## src/rtl/sdac_rx_pkg.sv

```systemverilog
package sdac_rx_pkg;

    localparam int CMD_W  = 4;
    localparam int ADDR_W = 4;
    localparam int SPAN_W = 3;

    typedef enum logic [CMD_W-1:0] {
        OP_WR_CODE     = 4'b0000,
        OP_UPDATE      = 4'b0001,
        OP_WR_SPAN     = 4'b0110,
        OP_WR_SPAN_ALL = 4'b1110
    } sdac_op_e;

    typedef struct packed {
        logic wr_code;
        logic update;
        logic wr_span;
        logic wr_span_all;
    } sdac_strb_t;

endpackage

```

## src/rtl/sdac_rx_shift.sv

```systemverilog
module sdac_rx_shift #(
    parameter int FRAME_W = 32,
    parameter int CNT_W   = 6
) (
    input  logic               clk,
    input  logic               rst_n,
    input  logic               sck_i,
    input  logic               cs_n_i,
    input  logic               sdi_i,
    output logic [FRAME_W-1:0] shreg_o,
    output logic [CNT_W-1:0]   cnt_o,
    output logic               frame_end_o,
    output logic               sdo_o
);

    localparam logic [CNT_W-1:0] CNT_MAX = '1;

    typedef struct packed {
        logic               sck;
        logic               cs_n;
        logic [FRAME_W-1:0] shreg;
        logic [CNT_W-1:0]   cnt;
    } shift_st_t;

    shift_st_t st_d, st_q;
    logic      shift_en;
    logic      cs_fall;

    always_comb begin
        st_d        = st_q;
        st_d.sck    = sck_i;
        st_d.cs_n   = cs_n_i;
        shift_en    = !cs_n_i && sck_i && !st_q.sck;
        cs_fall     = !cs_n_i && st_q.cs_n;
        frame_end_o = cs_n_i && !st_q.cs_n;
        if (cs_fall || frame_end_o) begin
            st_d.cnt = '0;
        end
        if (shift_en) begin
            st_d.shreg = {st_q.shreg[FRAME_W-2:0], sdi_i};
            if (st_d.cnt != CNT_MAX) begin
                st_d.cnt = st_d.cnt + 1'b1;
            end
        end
    end

    always_ff @(posedge clk or negedge rst_n) begin
        if (!rst_n) begin
            st_q      <= '0;
            st_q.cs_n <= 1'b1;
        end else begin
            st_q <= st_d;
        end
    end

    assign shreg_o = st_q.shreg;
    assign cnt_o   = st_q.cnt;
    assign sdo_o   = st_q.shreg[FRAME_W-1];

    // nothing is shifted while the frame select is high
    a_r2_idle_hold: assert property (@(posedge clk) disable iff (!rst_n)
        cs_n_i |=> $stable(shreg_o));

    // each shift moves the next older bit onto the serial output
    a_r10_echo_step: assert property (@(posedge clk) disable iff (!rst_n)
        shift_en |=> (sdo_o == $past(st_q.shreg[FRAME_W-2])));

endmodule

```

## src/rtl/sdac_rx_decode.sv

```systemverilog
module sdac_rx_decode
    import sdac_rx_pkg::*;
#(
    parameter int FRAME_W = 32,
    parameter int WORD_W  = 24,
    parameter int CNT_W   = 6
) (
    input  logic               clk,
    input  logic               rst_n,
    input  logic               frame_end_i,
    input  logic [CNT_W-1:0]   cnt_i,
    input  logic [FRAME_W-1:0] shreg_i,
    output logic [CMD_W-1:0]   cmd_o,
    output logic [ADDR_W-1:0]  addr_o,
    output logic [WORD_W-CMD_W-ADDR_W-1:0] data_o,
    output logic [SPAN_W-1:0]  span_o,
    output sdac_strb_t         strb_o
);

    localparam int DATA_W = WORD_W - CMD_W - ADDR_W;
    localparam logic [CNT_W-1:0] LEN_SHORT = CNT_W'(WORD_W);
    localparam logic [CNT_W-1:0] LEN_LONG  = CNT_W'(FRAME_W);

    typedef struct packed {
        logic [CMD_W-1:0]  cmd;
        logic [ADDR_W-1:0] addr;
        logic [DATA_W-1:0] data;
        logic [SPAN_W-1:0] span;
        sdac_strb_t        strb;
    } dec_st_t;

    dec_st_t           st_d, st_q;
    logic [WORD_W-1:0] word;
    logic              len_ok;
    logic [CMD_W-1:0]  op;

    always_comb begin
        st_d      = st_q;
        st_d.strb = '0;
        word      = shreg_i[WORD_W-1:0];
        op        = word[WORD_W-1 -: CMD_W];
        len_ok    = (cnt_i == LEN_SHORT) || (cnt_i == LEN_LONG);
        if (frame_end_i && len_ok) begin
            st_d.cmd  = op;
            st_d.addr = word[DATA_W +: ADDR_W];
            st_d.data = word[DATA_W-1:0];
            case (op)
                OP_WR_CODE: st_d.strb.wr_code = 1'b1;
                OP_UPDATE:  st_d.strb.update  = 1'b1;
                OP_WR_SPAN: begin
                    st_d.strb.wr_span = 1'b1;
                    st_d.span         = word[SPAN_W-1:0];
                end
                OP_WR_SPAN_ALL: begin
                    st_d.strb.wr_span_all = 1'b1;
                    st_d.span             = word[SPAN_W-1:0];
                end
                default: ;
            endcase
        end
    end

    always_ff @(posedge clk or negedge rst_n) begin
        if (!rst_n) begin
            st_q <= '0;
        end else begin
            st_q <= st_d;
        end
    end

    assign cmd_o  = st_q.cmd;
    assign addr_o = st_q.addr;
    assign data_o = st_q.data;
    assign span_o = st_q.span;
    assign strb_o = st_q.strb;

    // a strobe only follows a frame of 24 or 32 shifts
    a_r5_len_gate: assert property (@(posedge clk) disable iff (!rst_n)
        (|strb_o) |-> ($past(cnt_i) == LEN_SHORT || $past(cnt_i) == LEN_LONG));

    // strobes last one clock
    a_r6_single_pulse: assert property (@(posedge clk) disable iff (!rst_n)
        (|strb_o) |=> !(|strb_o));

    // at most one strobe per frame
    a_r11_one_strobe: assert property (@(posedge clk) disable iff (!rst_n)
        $onehot0(strb_o));

    // span output moves only with a span strobe
    a_r7_span_gate: assert property (@(posedge clk) disable iff (!rst_n)
        !(strb_o.wr_span || strb_o.wr_span_all) |-> $stable(span_o));

endmodule

```

## src/rtl/sdac_cmd_rx.sv

```systemverilog
module sdac_cmd_rx
    import sdac_rx_pkg::*;
#(
    parameter int FRAME_W = 32,
    parameter int WORD_W  = 24,
    parameter int CNT_W   = 6
) (
    input  logic        clk,
    input  logic        rst_n,
    input  logic        sck,
    input  logic        cs_n,
    input  logic        sdi,
    output logic        sdo,
    output logic [3:0]  cmd_o,
    output logic [3:0]  addr_o,
    output logic [15:0] data_o,
    output logic [2:0]  span_o,
    output logic        wr_code_o,
    output logic        update_o,
    output logic        wr_span_o,
    output logic        wr_span_all_o
);

    logic [FRAME_W-1:0] shreg;
    logic [CNT_W-1:0]   cnt;
    logic               frame_end;
    sdac_strb_t         strb;

    sdac_rx_shift #(.FRAME_W(FRAME_W), .CNT_W(CNT_W)) u_shift (
        .clk         (clk),
        .rst_n       (rst_n),
        .sck_i       (sck),
        .cs_n_i      (cs_n),
        .sdi_i       (sdi),
        .shreg_o     (shreg),
        .cnt_o       (cnt),
        .frame_end_o (frame_end),
        .sdo_o       (sdo)
    );

    sdac_rx_decode #(.FRAME_W(FRAME_W), .WORD_W(WORD_W), .CNT_W(CNT_W)) u_decode (
        .clk         (clk),
        .rst_n       (rst_n),
        .frame_end_i (frame_end),
        .cnt_i       (cnt),
        .shreg_i     (shreg),
        .cmd_o       (cmd_o),
        .addr_o      (addr_o),
        .data_o      (data_o),
        .span_o      (span_o),
        .strb_o      (strb)
    );

    assign wr_code_o     = strb.wr_code;
    assign update_o      = strb.update;
    assign wr_span_o     = strb.wr_span;
    assign wr_span_all_o = strb.wr_span_all;

endmodule

```

## config.mk

```make
export PLATFORM = sky130hd
export DESIGN_NAME = sdac_cmd_rx
export DESIGN_NICKNAME = d
export VERILOG_FILES = /design/src/rtl/sdac_rx_pkg.sv /design/src/rtl/sdac_rx_shift.sv /design/src/rtl/sdac_rx_decode.sv /design/src/rtl/sdac_cmd_rx.sv
export SDC_FILE = /design/constraint.sdc
export NUM_CORES = 1
export LEC_CHECK = 0
export CORE_ASPECT_RATIO = 0.6
export CORE_MARGIN = 10
export CORE_UTILIZATION = 58
export CTS_CLUSTER_SIZE = 24
export DETAILED_ROUTE_END_ITERATION = 8
export PLACE_DENSITY = 0.91
export SYNTH_ARGS = -nofsm -noshare
export SYNTH_HDL_FRONTEND = slang
export SYNTH_SLANG_ARGS = --single-unit
```

## constraint.sdc

```tcl
create_clock -name clk -period 5.9 [get_ports clk]
set_input_delay 1.18 -clock clk [delete_from_list [all_inputs] [get_ports clk]]
set_output_delay 1.18 -clock clk [all_outputs]
set_load 0.01 [all_outputs]
```

==> results.yml, run 1 <==
logic_synthesis:
  synth-seq-cells: 71
  syn_area_per_cell_um2: 11.55
  synth_nets: 251
  yosysWarnings: 0
  syn_inst: 244
  syn_area_um2: 2818
  ys_types: 33
  ys_seq_area_frac: 0.6310
  synth-main-ff-cell: "dfrtp_1"
  synth_edf_count: 0
  async_flop_share: 1.000
grt:
  grt_pass1_vias: 1874
  antenna_found_initial: 0
  grt_pass1_wl_um: 9425
  grt_usage: 0.1523
  grt_max_degree: 72
  gr-total-overflow: 0
pwr:
  power_density_nw_per_um2: 301.4
  clock_power_share: 0.439
  irDropWorstVdd_uv: 175.3
  p_int_w: 0.0008092
  p_comb_frac: 0.049
  p_switching_w: 0.0002322
  p_seq_frac: 0.512
  swShare: 0.2229
  leakagePower_nw: 1.770
drt:
  drt-vias-per-instance: 5.339
  avgRoutedWirePerCell_um: 15.97
  vias: 1874
  first_pass_iters: 4
  drc: 0
  ant_nets: 0
  drtIter0Drc: 114
  drt-total-wl_um: 5605
critical_path:
  end_kind: "register"
  crit_slowest_cell: "ha_1"
  rr_endpoint: "u_shift.cnt_o[1]"
  critical_path_class: "input pin to register"
  slowest_delay_ps: 500
  required_ps: 6140
  start_kind: "input pin"
  reg2reg_depth: 7
  cp_data_arrival_time_ps: 3440
  r2r-start: "u_shift.st_q[38]"
  cp_cell_sequence: "clkdlybuf4s50_1 > ha_1 > and2_1 > ha_1 > nand3_1 > o21ai_0 > mux2_2"
  crit_path_frequent_cell: "ha_1"
  rrSetupSlack_ps: 3520
  crit_fanout: 9
cells_and_area:
  area_growth_pct: 22.60
  fillCellCount: 322
  postLayoutCoreUtil: 0.7452
  drive_above_1_share: 0.1806
  nets: 291
  diodes: 0
  layout_common_cells: "nand2_1 (93), dfrtp_1 (70), clkdlybuf4s50_1 (35)"
  design_area_um2: 3455
  final_common_cell: "nand2_1"
timing:
  worst_slew_pin_slew_ps: 1138
  post-route-min-period_ps: 3209
  post-route-period-util: 0.5439
  fmax_ghz: 0.3116
  rsz0062_at_grt: "false"
  setup_tns_ps: 0
  hold_viol: 0
  hold_slack_ps: 471.7
  relSlewSlack: 0.2412
  finalMaxSlewViolations: 0
  setup_viol: 0
  clock_skew_ps: 6.942
cts:
  cts-hold-fix-buffers: 0
  path_clk_slew_ps: 70
  post_cts_resized: 0
  cts_tree: "yes"
  clk_latency_ps: 350
  postCtsSetupBuffers: 0
  cts_made_buffers: 9
  cts_buffer_depth: 2
  htree_levels: 3
  cts_root_buf: "clkbuf_8"
  clock-sinks: 71
die:
  die_y_um: 73.99
  io_pins: 37
  start_util: 0.6078
  die_w_um: 110.0
  core_um2: 4636
  row_count: 19
  die-area_um2: 8137
hold_path:
  min_path_type: "register to register"
  worstHoldStart: "u_shift.shreg_o[30]"
  min_to: "u_shift.shreg_o[31]"
  whs_path_depth: 2
placement:
  io_buffers: 36
  gp_congestion: 0.8196
  dp_hpwl_um: 3484
  place_area_um2: 3221
flow_run:
  max_cap_violations: 0
outcome:
  status: "finished, final reports clean"
state kept, by name (all words and copies together), names as in the netlist:
signal and count:
u_shift.shreg_o 32, u_decode.addr_o 4, u_decode.strb_o 4, u_shift.cnt_o 6
u_decode.span_o 3, u_decode.cmd_o 4, u_decode.data_o 16, u_shift.st_q 2
metal layers:
| metal | vias to the layer above | wire length, µm | global-route usage |
|---|---|---|---|
| met2 | 57 | 2673 | 0.2384 |
| met5 | - | 0 | 0 |
| met4 | 0 | 108 | 0.06897 |
| met3 | 13 | 446 | 0.06644 |
| li1 | 890 | - | - |
| met1 | 914 | 2377 | 0.1800 |
kinds of logic after synthesis:
family                   after synthesis  synth area share
adder cells (fa/ha/maj)                2          0.008880
buffers and inverters                 13           0.02531
multiplexers                          29            0.1155
AND/OR/NAND/NOR                      117            0.1865
AO/OA/AOI/OAI                         11           0.02975
flip-flops                            71            0.6310
XOR/XNOR                               1          0.003109
critical path, delay by kind of cell:
| family | cells | cell delay [ps] |
|---|---|---|
| fa+ha+maj | 2 | 790 |
| buf+inv | 1 | 490 |
| compound gates | 1 | 280 |
| mux | 1 | 370 |
| simple gates | 2 | 330 |
how the worst max path moves through the flow:
stage                       endpoint  from
finish              u_shift.cnt_o[1]  cs_n
global route        u_shift.cnt_o[1]  cs_n
CTS                 u_shift.cnt_o[1]  cs_n
detailed placement  u_shift.cnt_o[1]  cs_n
global placement    u_shift.cnt_o[1]  cs_n
floorplan           u_shift.cnt_o[1]  cs_n
power groups by stage:
stage / logic, W / clock network (W) / registers [W]
floorplan: 0.0000300 / 0 / 0.000537
global placement: 0.0000495 / 0 / 0.000541
detailed placement: 0.0000515 / 0 / 0.000542
CTS: 0.0000524 / 0.000467 / 0.000533
global route: 0.0000600 / 0.000488 / 0.000537
finish: 0.0000509 / 0.000457 / 0.000533
cell usage after synthesis, types with 2 or more instances:
master | instances | share of area
mux2_2 | 28 | 0.11
ha_1 | 2 | 0.0089
nand3_1 | 4 | 0.0071
o21ai_0 | 3 | 0.0053
o211a_1 | 2 | 0.0071
or3_1 | 2 | 0.0044
and2_1 | 2 | 0.0044
inv_1 | 3 | 0.0040
nand2_1 | 93 | 0.12
dfrtp_1 | 70 | 0.62
nor2_1 | 2 | 0.0027
clkbuf_1 | 7 | 0.0093
nor4_1 | 2 | 0.0044
buf_6 | 3 | 0.012
nor3_1 | 3 | 0.0053
final cells by class:
type | count | area, µm² | share of cell area
sequential | 71 | 1778 | 0.5147
timing repair buffer | 39 | 377.9 | 0.1094
clock inverter | 6 | 110.1 | 0.03187
tap | 63 | 78.83 | 0.02282
inverter | 3 | 11.26 | 0.003260
multi-input combinational | 160 | 974.7 | 0.2821
clock buffer | 9 | 123.9 | 0.03586
through the flow:
stage / total power, W / cells / worst slack (ps)
CTS: 0.001052 / 351 / 2702
global placement: 0.0005905 / 336 / 2472
floorplan: 0.0005670 / 244 / 2978
finish: 0.001041 / 351 / 2691
detailed placement: 0.0005933 / 336 / 2362
global route: 0.001085 / 351 / 2526
(Power assumes the default switching activity.)
==> run 2: changes to the inputs <==
--- a/config.mk
+++ b/config.mk
@@ -7,10 +7,10 @@
 export LEC_CHECK = 0
 export CORE_ASPECT_RATIO = 0.6
 export CORE_MARGIN = 10
-export CORE_UTILIZATION = 58
+export CORE_UTILIZATION = 54
 export CTS_CLUSTER_SIZE = 24
 export DETAILED_ROUTE_END_ITERATION = 8
-export PLACE_DENSITY = 0.91
+export PLACE_DENSITY = 0.86
 export SYNTH_ARGS = -nofsm -noshare
 export SYNTH_HDL_FRONTEND = slang
 export SYNTH_SLANG_ARGS = --single-unit
==> constraint.sdc (replaced) <==
create_clock -name clk -period 3.07 [get_ports clk]
set_input_delay 0.614 -clock clk [delete_from_list [all_inputs] [get_ports clk]]
set_output_delay 0.614 -clock clk [all_outputs]
set_load 0.01 [all_outputs]
==> run 2 against run 1 <==
First-iteration DRC count rose by 3.5%. Non-clock buffer count grew 2. Hold slack got worse by 13 ps. Global-route usage shrank 2.3 points. Critical path depth stayed put. Via count decreased by 1.2%. Sequential share of layout area up 0.075 points. Largest cell class unchanged. Highest routed layer unchanged.
==> results.yml, run 2 (synthesis results as in run 1) <==
outcome:
  status: "finished, final reports clean"
cells_and_area:
  layout_common_cells: "nand2_1 (93), dfrtp_1 (70), clkdlybuf4s50_1 (35)"
  largest_reg_flops: 32
  final_common_cell: "nand2_1"
  diodes: 0
  drive_above_1_share: 0.1821
  nets: 293
  fin_cells: 357
  area_growth_pct: 22.42
critical_path:
  path_delay_family: "adder cells"
  slowest_delay_ps: 490
  crit_buf_inv: 1
  crit_fanout: 6
  r2r-start: "u_shift.st_q[38]"
  cp_data_arrival_time_ps: 2780
  required_ps: 3300
  crit_slowest_cell: "clkdlybuf4s50_1"
  rr_endpoint: "u_shift.cnt_o[1]"
  crit_path_frequent_cell: "ha_1"
  end_kind: "register"
  rrSetupSlack_ps: 790
  start_kind: "input pin"
  reg2reg_depth: 7
  cp-startpoint: "cs_n"
  critical_path_class: "input pin to register"
  cp_cell_sequence: "clkdlybuf4s50_1 > ha_1 > and2_1 > ha_1 > nand3_1 > o21ai_0 > mux2_2"
cts:
  cts-hold-fix-buffers: 0
  cts_root_buf: "clkbuf_8"
  clock-sinks: 71
  post_cts_resized: 0
  path_clk_slew_ps: 70
  cts_tree: "yes"
  htree_levels: 3
  cts_buffer_depth: 2
  cts_made_buffers: 9
  clk_latency_ps: 340
  postCtsSetupBuffers: 0
timing:
  finalMaxSlewViolations: 0
  worst_slew_pin_slew_ps: 869.9
  clock_skew_ps: 6.131
  relSlewSlack: 0.4201
  hold_viol: 0
  fmax_ghz: 0.3924
  setup_viol: 0
  post-route-min-period_ps: 2548
  rsz0062_at_grt: "false"
  setup_tns_ps: 0
  post-route-period-util: 0.8300
grt:
  grt_pass1_vias: 1802
  gr-total-overflow: 0
  grt_pass1_wl_um: 9011
  grt_max_degree: 72
  grt_usage: 0.1298
  antenna_found_initial: 0
drt:
  drt-total-wl_um: 5365
  drt-vias-per-instance: 5.188
  avgRoutedWirePerCell_um: 15.03
  drtIter0Drc: 118
  ant_nets: 0
  drc: 0
  first_pass_iters: 4
  vias: 1852
pwr:
  p_switching_w: 0.0004237
  p_seq_frac: 0.542
  irDropWorstVdd_uv: 384.7
  p_int_w: 0.001467
  clock_power_share: 0.406
  swShare: 0.2241
  leakagePower_nw: 1.771
  p_comb_frac: 0.053
  power_density_nw_per_um2: 548.2
die:
  core_um2: 5055
  row_count: 20
  die_y_um: 75.96
  io_pins: 37
  start_util: 0.5574
  die_w_um: 113.3
  die-area_um2: 8602
placement:
  gp_congestion: 0.8323
  numPlacedInstances: 341
  dp_hpwl_um: 3553
  io_buffers: 36
hold_path:
  min_path_type: "input pin to async pin"
flow_run:
  max_cap_violations: 0
-- run 2: how the worst max path moves through the flow --
| stage | cells after the start | slack [ps] | to |
|---|---|---|---|
| finish | 7 | 520 | u_shift.cnt_o[1] |
| detailed placement | 7 | 230 | u_shift.cnt_o[1] |
| global route | 7 | 420 | u_shift.cnt_o[1] |
| floorplan | 7 | 710 | u_shift.cnt_o[1] |
| CTS | 7 | 590 | u_shift.cnt_o[1] |
| global placement | 7 | 340 | u_shift.cnt_o[1] |
-- run 2: routing by layer --
| layer | track usage | share of wire | up-vias |
|---|---|---|---|
| li1 | - | - | 891 |
| met1 | 0.1713 | 0.47 | 898 |
| met2 | 0.1686 | 0.41 | 57 |
| met3 | 0.08962 | 0.11 | 6 |
| met4 | 0.02652 | 0.0069 | 0 |
| met5 | 0 | 0 | - |
-- run 2: power by group through the flow --
stage	Clock, W	Sequential [W]	Combinational, W
final	0.000767	0.00102	0.0000997
after floorplan	0	0.00103	0.0000576
after CTS	0.000786	0.00102	0.000102
after global routing	0.000833	0.00103	0.000120
after detailed placement	0	0.00104	0.000103
after global placement	0	0.00104	0.0000975
-- run 2: cell type report --
class,instances,area [µm²]
Clock buffer,14,172.7
Sequential cell,71,1778
Clock inverter,2,37.54
Tap cell,66,82.58
Inverter,3,11.26
Fill cell,372,1605
Multi-Input combinational cell,160,974.7
Timing Repair Buffer,41,392.9
-- run 2: worst reg2reg max path, stage by stage, from the launching register on --
cell,delay [ps]
dfstp_2,520
inv_1,40
ha_1,300
and2_1,180
ha_1,280
nand3_1,140
o21ai_0,340
mux2_2,380
-- run 2: metrics by stage --
step	hold slack (ps)	utilization	power (W)	area [µm²]	worst slack (ps)
final	458.2	0.6824	0.001891	3450	521.8
after global placement	443.7	0.6408	0.001137	3239	342.4
after detailed placement	454.8	0.6408	0.001144	3239	226.4
after CTS	470.3	0.6824	0.001913	3450	589.0
after global routing	505.2	0.6824	0.001984	3450	418.6
after floorplan	318.4	-	0.001090	2818	714.3
==> run 3: changes to the inputs <==
==> constraint.sdc (replaced) <==
create_clock -name clk -period 2.6 [get_ports clk]
set_input_delay 0.52 -clock clk [delete_from_list [all_inputs] [get_ports clk]]
set_output_delay 0.52 -clock clk [all_outputs]
set_load 0.01 [all_outputs]
==> run 3 against run 2 <==
Global-route usage increased by 0.52 points. Combinational power increased by 24%. Sequential cell count unchanged. First-iteration DRC count increased by 24%. Power increased by 27%. Largest power group unchanged. Register-to-register slack got worse by 300 ps. Wire length increased by 2.6%. Critical path depth unchanged.
==> results.yml, run 3 (synthesis results as in run 1) <==
placement:
  io_buffers: 36
  gp_congestion: 0.8299
  dp_hpwl_um: 3695
die:
  row_count: 20
  start_util: 0.5574
  core_um2: 5055
  die_w_um: 113.3
  io_pins: 37
  die_y_um: 75.96
  die-area_um2: 8602
pwr:
  leakagePower_nw: 1.815
  irDropWorstVdd_uv: 499.4
  total_power_w: 0.002398
  power_density_nw_per_um2: 679.8
timing:
  setup_tns_ps: 0
  worst_slew_pin_slew_ps: 502.7
  post-route-min-period_ps: 2184
  relSlewSlack: 0.6645
  fmax_ghz: 0.4579
  rsz0062_at_grt: "false"
  finalMaxSlewViolations: 0
  setup_viol: 0
  post-route-period-util: 0.8399
  hold_viol: 0
  clock_skew_ps: 9.778
flow_run:
  max_cap_violations: 0
cts:
  cts_buffer_depth: 2
  htree_levels: 3
  clock-sinks: 71
  clk_latency_ps: 340
  cts_made_buffers: 9
  cts_root_buf: "clkbuf_8"
  cts-hold-fix-buffers: 0
  cts_tree: "yes"
  post_cts_resized: 0
  postCtsSetupBuffers: 0
  path_clk_slew_ps: 70
grt:
  grt_pass1_vias: 1943
  grt_pass1_wl_um: 9480
  grt_usage: 0.1350
  grt_max_degree: 72
  gr-total-overflow: 0
  antenna_found_initial: 0
drt:
  ant_nets: 0
  drt-total-wl_um: 5504
  avgRoutedWirePerCell_um: 15.25
  drt-vias-per-instance: 5.194
  drtIter0Drc: 146
  vias: 1875
  drc: 0
  first_pass_iters: 4
critical_path:
  start_kind: "input pin"
  cp-startpoint: "cs_n"
  critical_path_class: "input pin to register"
  crit_fanout: 3
  r2r-start: "u_shift.st_q[38]"
  required_ps: 2820
  rrSetupSlack_ps: 490
  end_kind: "register"
  cp_data_arrival_time_ps: 2410
cells_and_area:
  layout_common_cells: "nand2_1 (93), dfrtp_1 (70), clkdlybuf4s50_1 (35)"
  drive_above_1_share: 0.2000
  area_growth_pct: 25.18
  final_common_cell: "nand2_1"
  diodes: 0
  nets: 297
  largest_reg_flops: 32
outcome:
  status: "finished, final reports clean"
hold_path:
  min_path_type: "input pin to async pin"
==> run 3: cell type report <==
| cell class | instances | area (µm²) |
|---|---|---|
| Clock buffer | 10 | 137.6 |
| Timing Repair Buffer | 45 | 435.4 |
| Tap cell | 66 | 82.58 |
| Multi-Input combinational cell | 160 | 974.7 |
| Inverter | 3 | 11.26 |
| Fill cell | 361 | 1528 |
| Sequential cell | 71 | 1778 |
| Clock inverter | 6 | 107.6 |
==> run 3: metal layers <==
metal	up-vias	share of wire	wire, µm	global-route usage
met5	-	0	0	0
met4	0	0.0065	36	0.02652
met3	4	0.089	488	0.08648
met2	49	0.43	2381	0.1898
met1	923	0.47	2597	0.1706
li1	899	-	-	-
==> run 3: path summary, 6_finish.rpt <==
check | to | cells past startpoint
min in group clk | u_shift.shreg_o[27] | 2
worst max register to register | u_shift.cnt_o[1] | 7
worst min register to register | u_shift.shreg_o[27] | 2
worst max-delay path | u_shift.cnt_o[1] | 7
worst min-delay path | u_shift.cnt_o[0] | 2
max in group asynchronous | u_shift.shreg_o[31] | 2
==> run 3: stage by stage <==
stage,std cells,utilization,hold slack (ps),worst slack [ps],instance area [µm²]
6_report,361,0.6978,177.4,416.3,3527
3_3_place_gp,345,0.6493,445.5,221.1,3282
4_1_cts,361,0.6978,196.6,452.0,3527
2_1_floorplan,244,-,224.4,334.8,2818
3_5_place_dp,345,0.6493,456.0,96.33,3282
5_1_grt,361,0.6978,209.7,365.2,3527
==> run 3: critical path: stages <==
cell and delay (ps):
clkdlybuf4s50_1 430, ha_1 330, and2_1 170, ha_1 190
nand3_1 110, o21ai_0 280, mux2_2 370
==> run 3: power by group <==
part / internal, W / total (W) / switching (W)
sequential: 0.00116 / 0.00121 / 0.0000477
combinational: 0.0000496 / 0.000124 / 0.0000747
clock: 0.000660 / 0.00106 / 0.000402
total: 0.00187 / 0.00240 / 0.000524
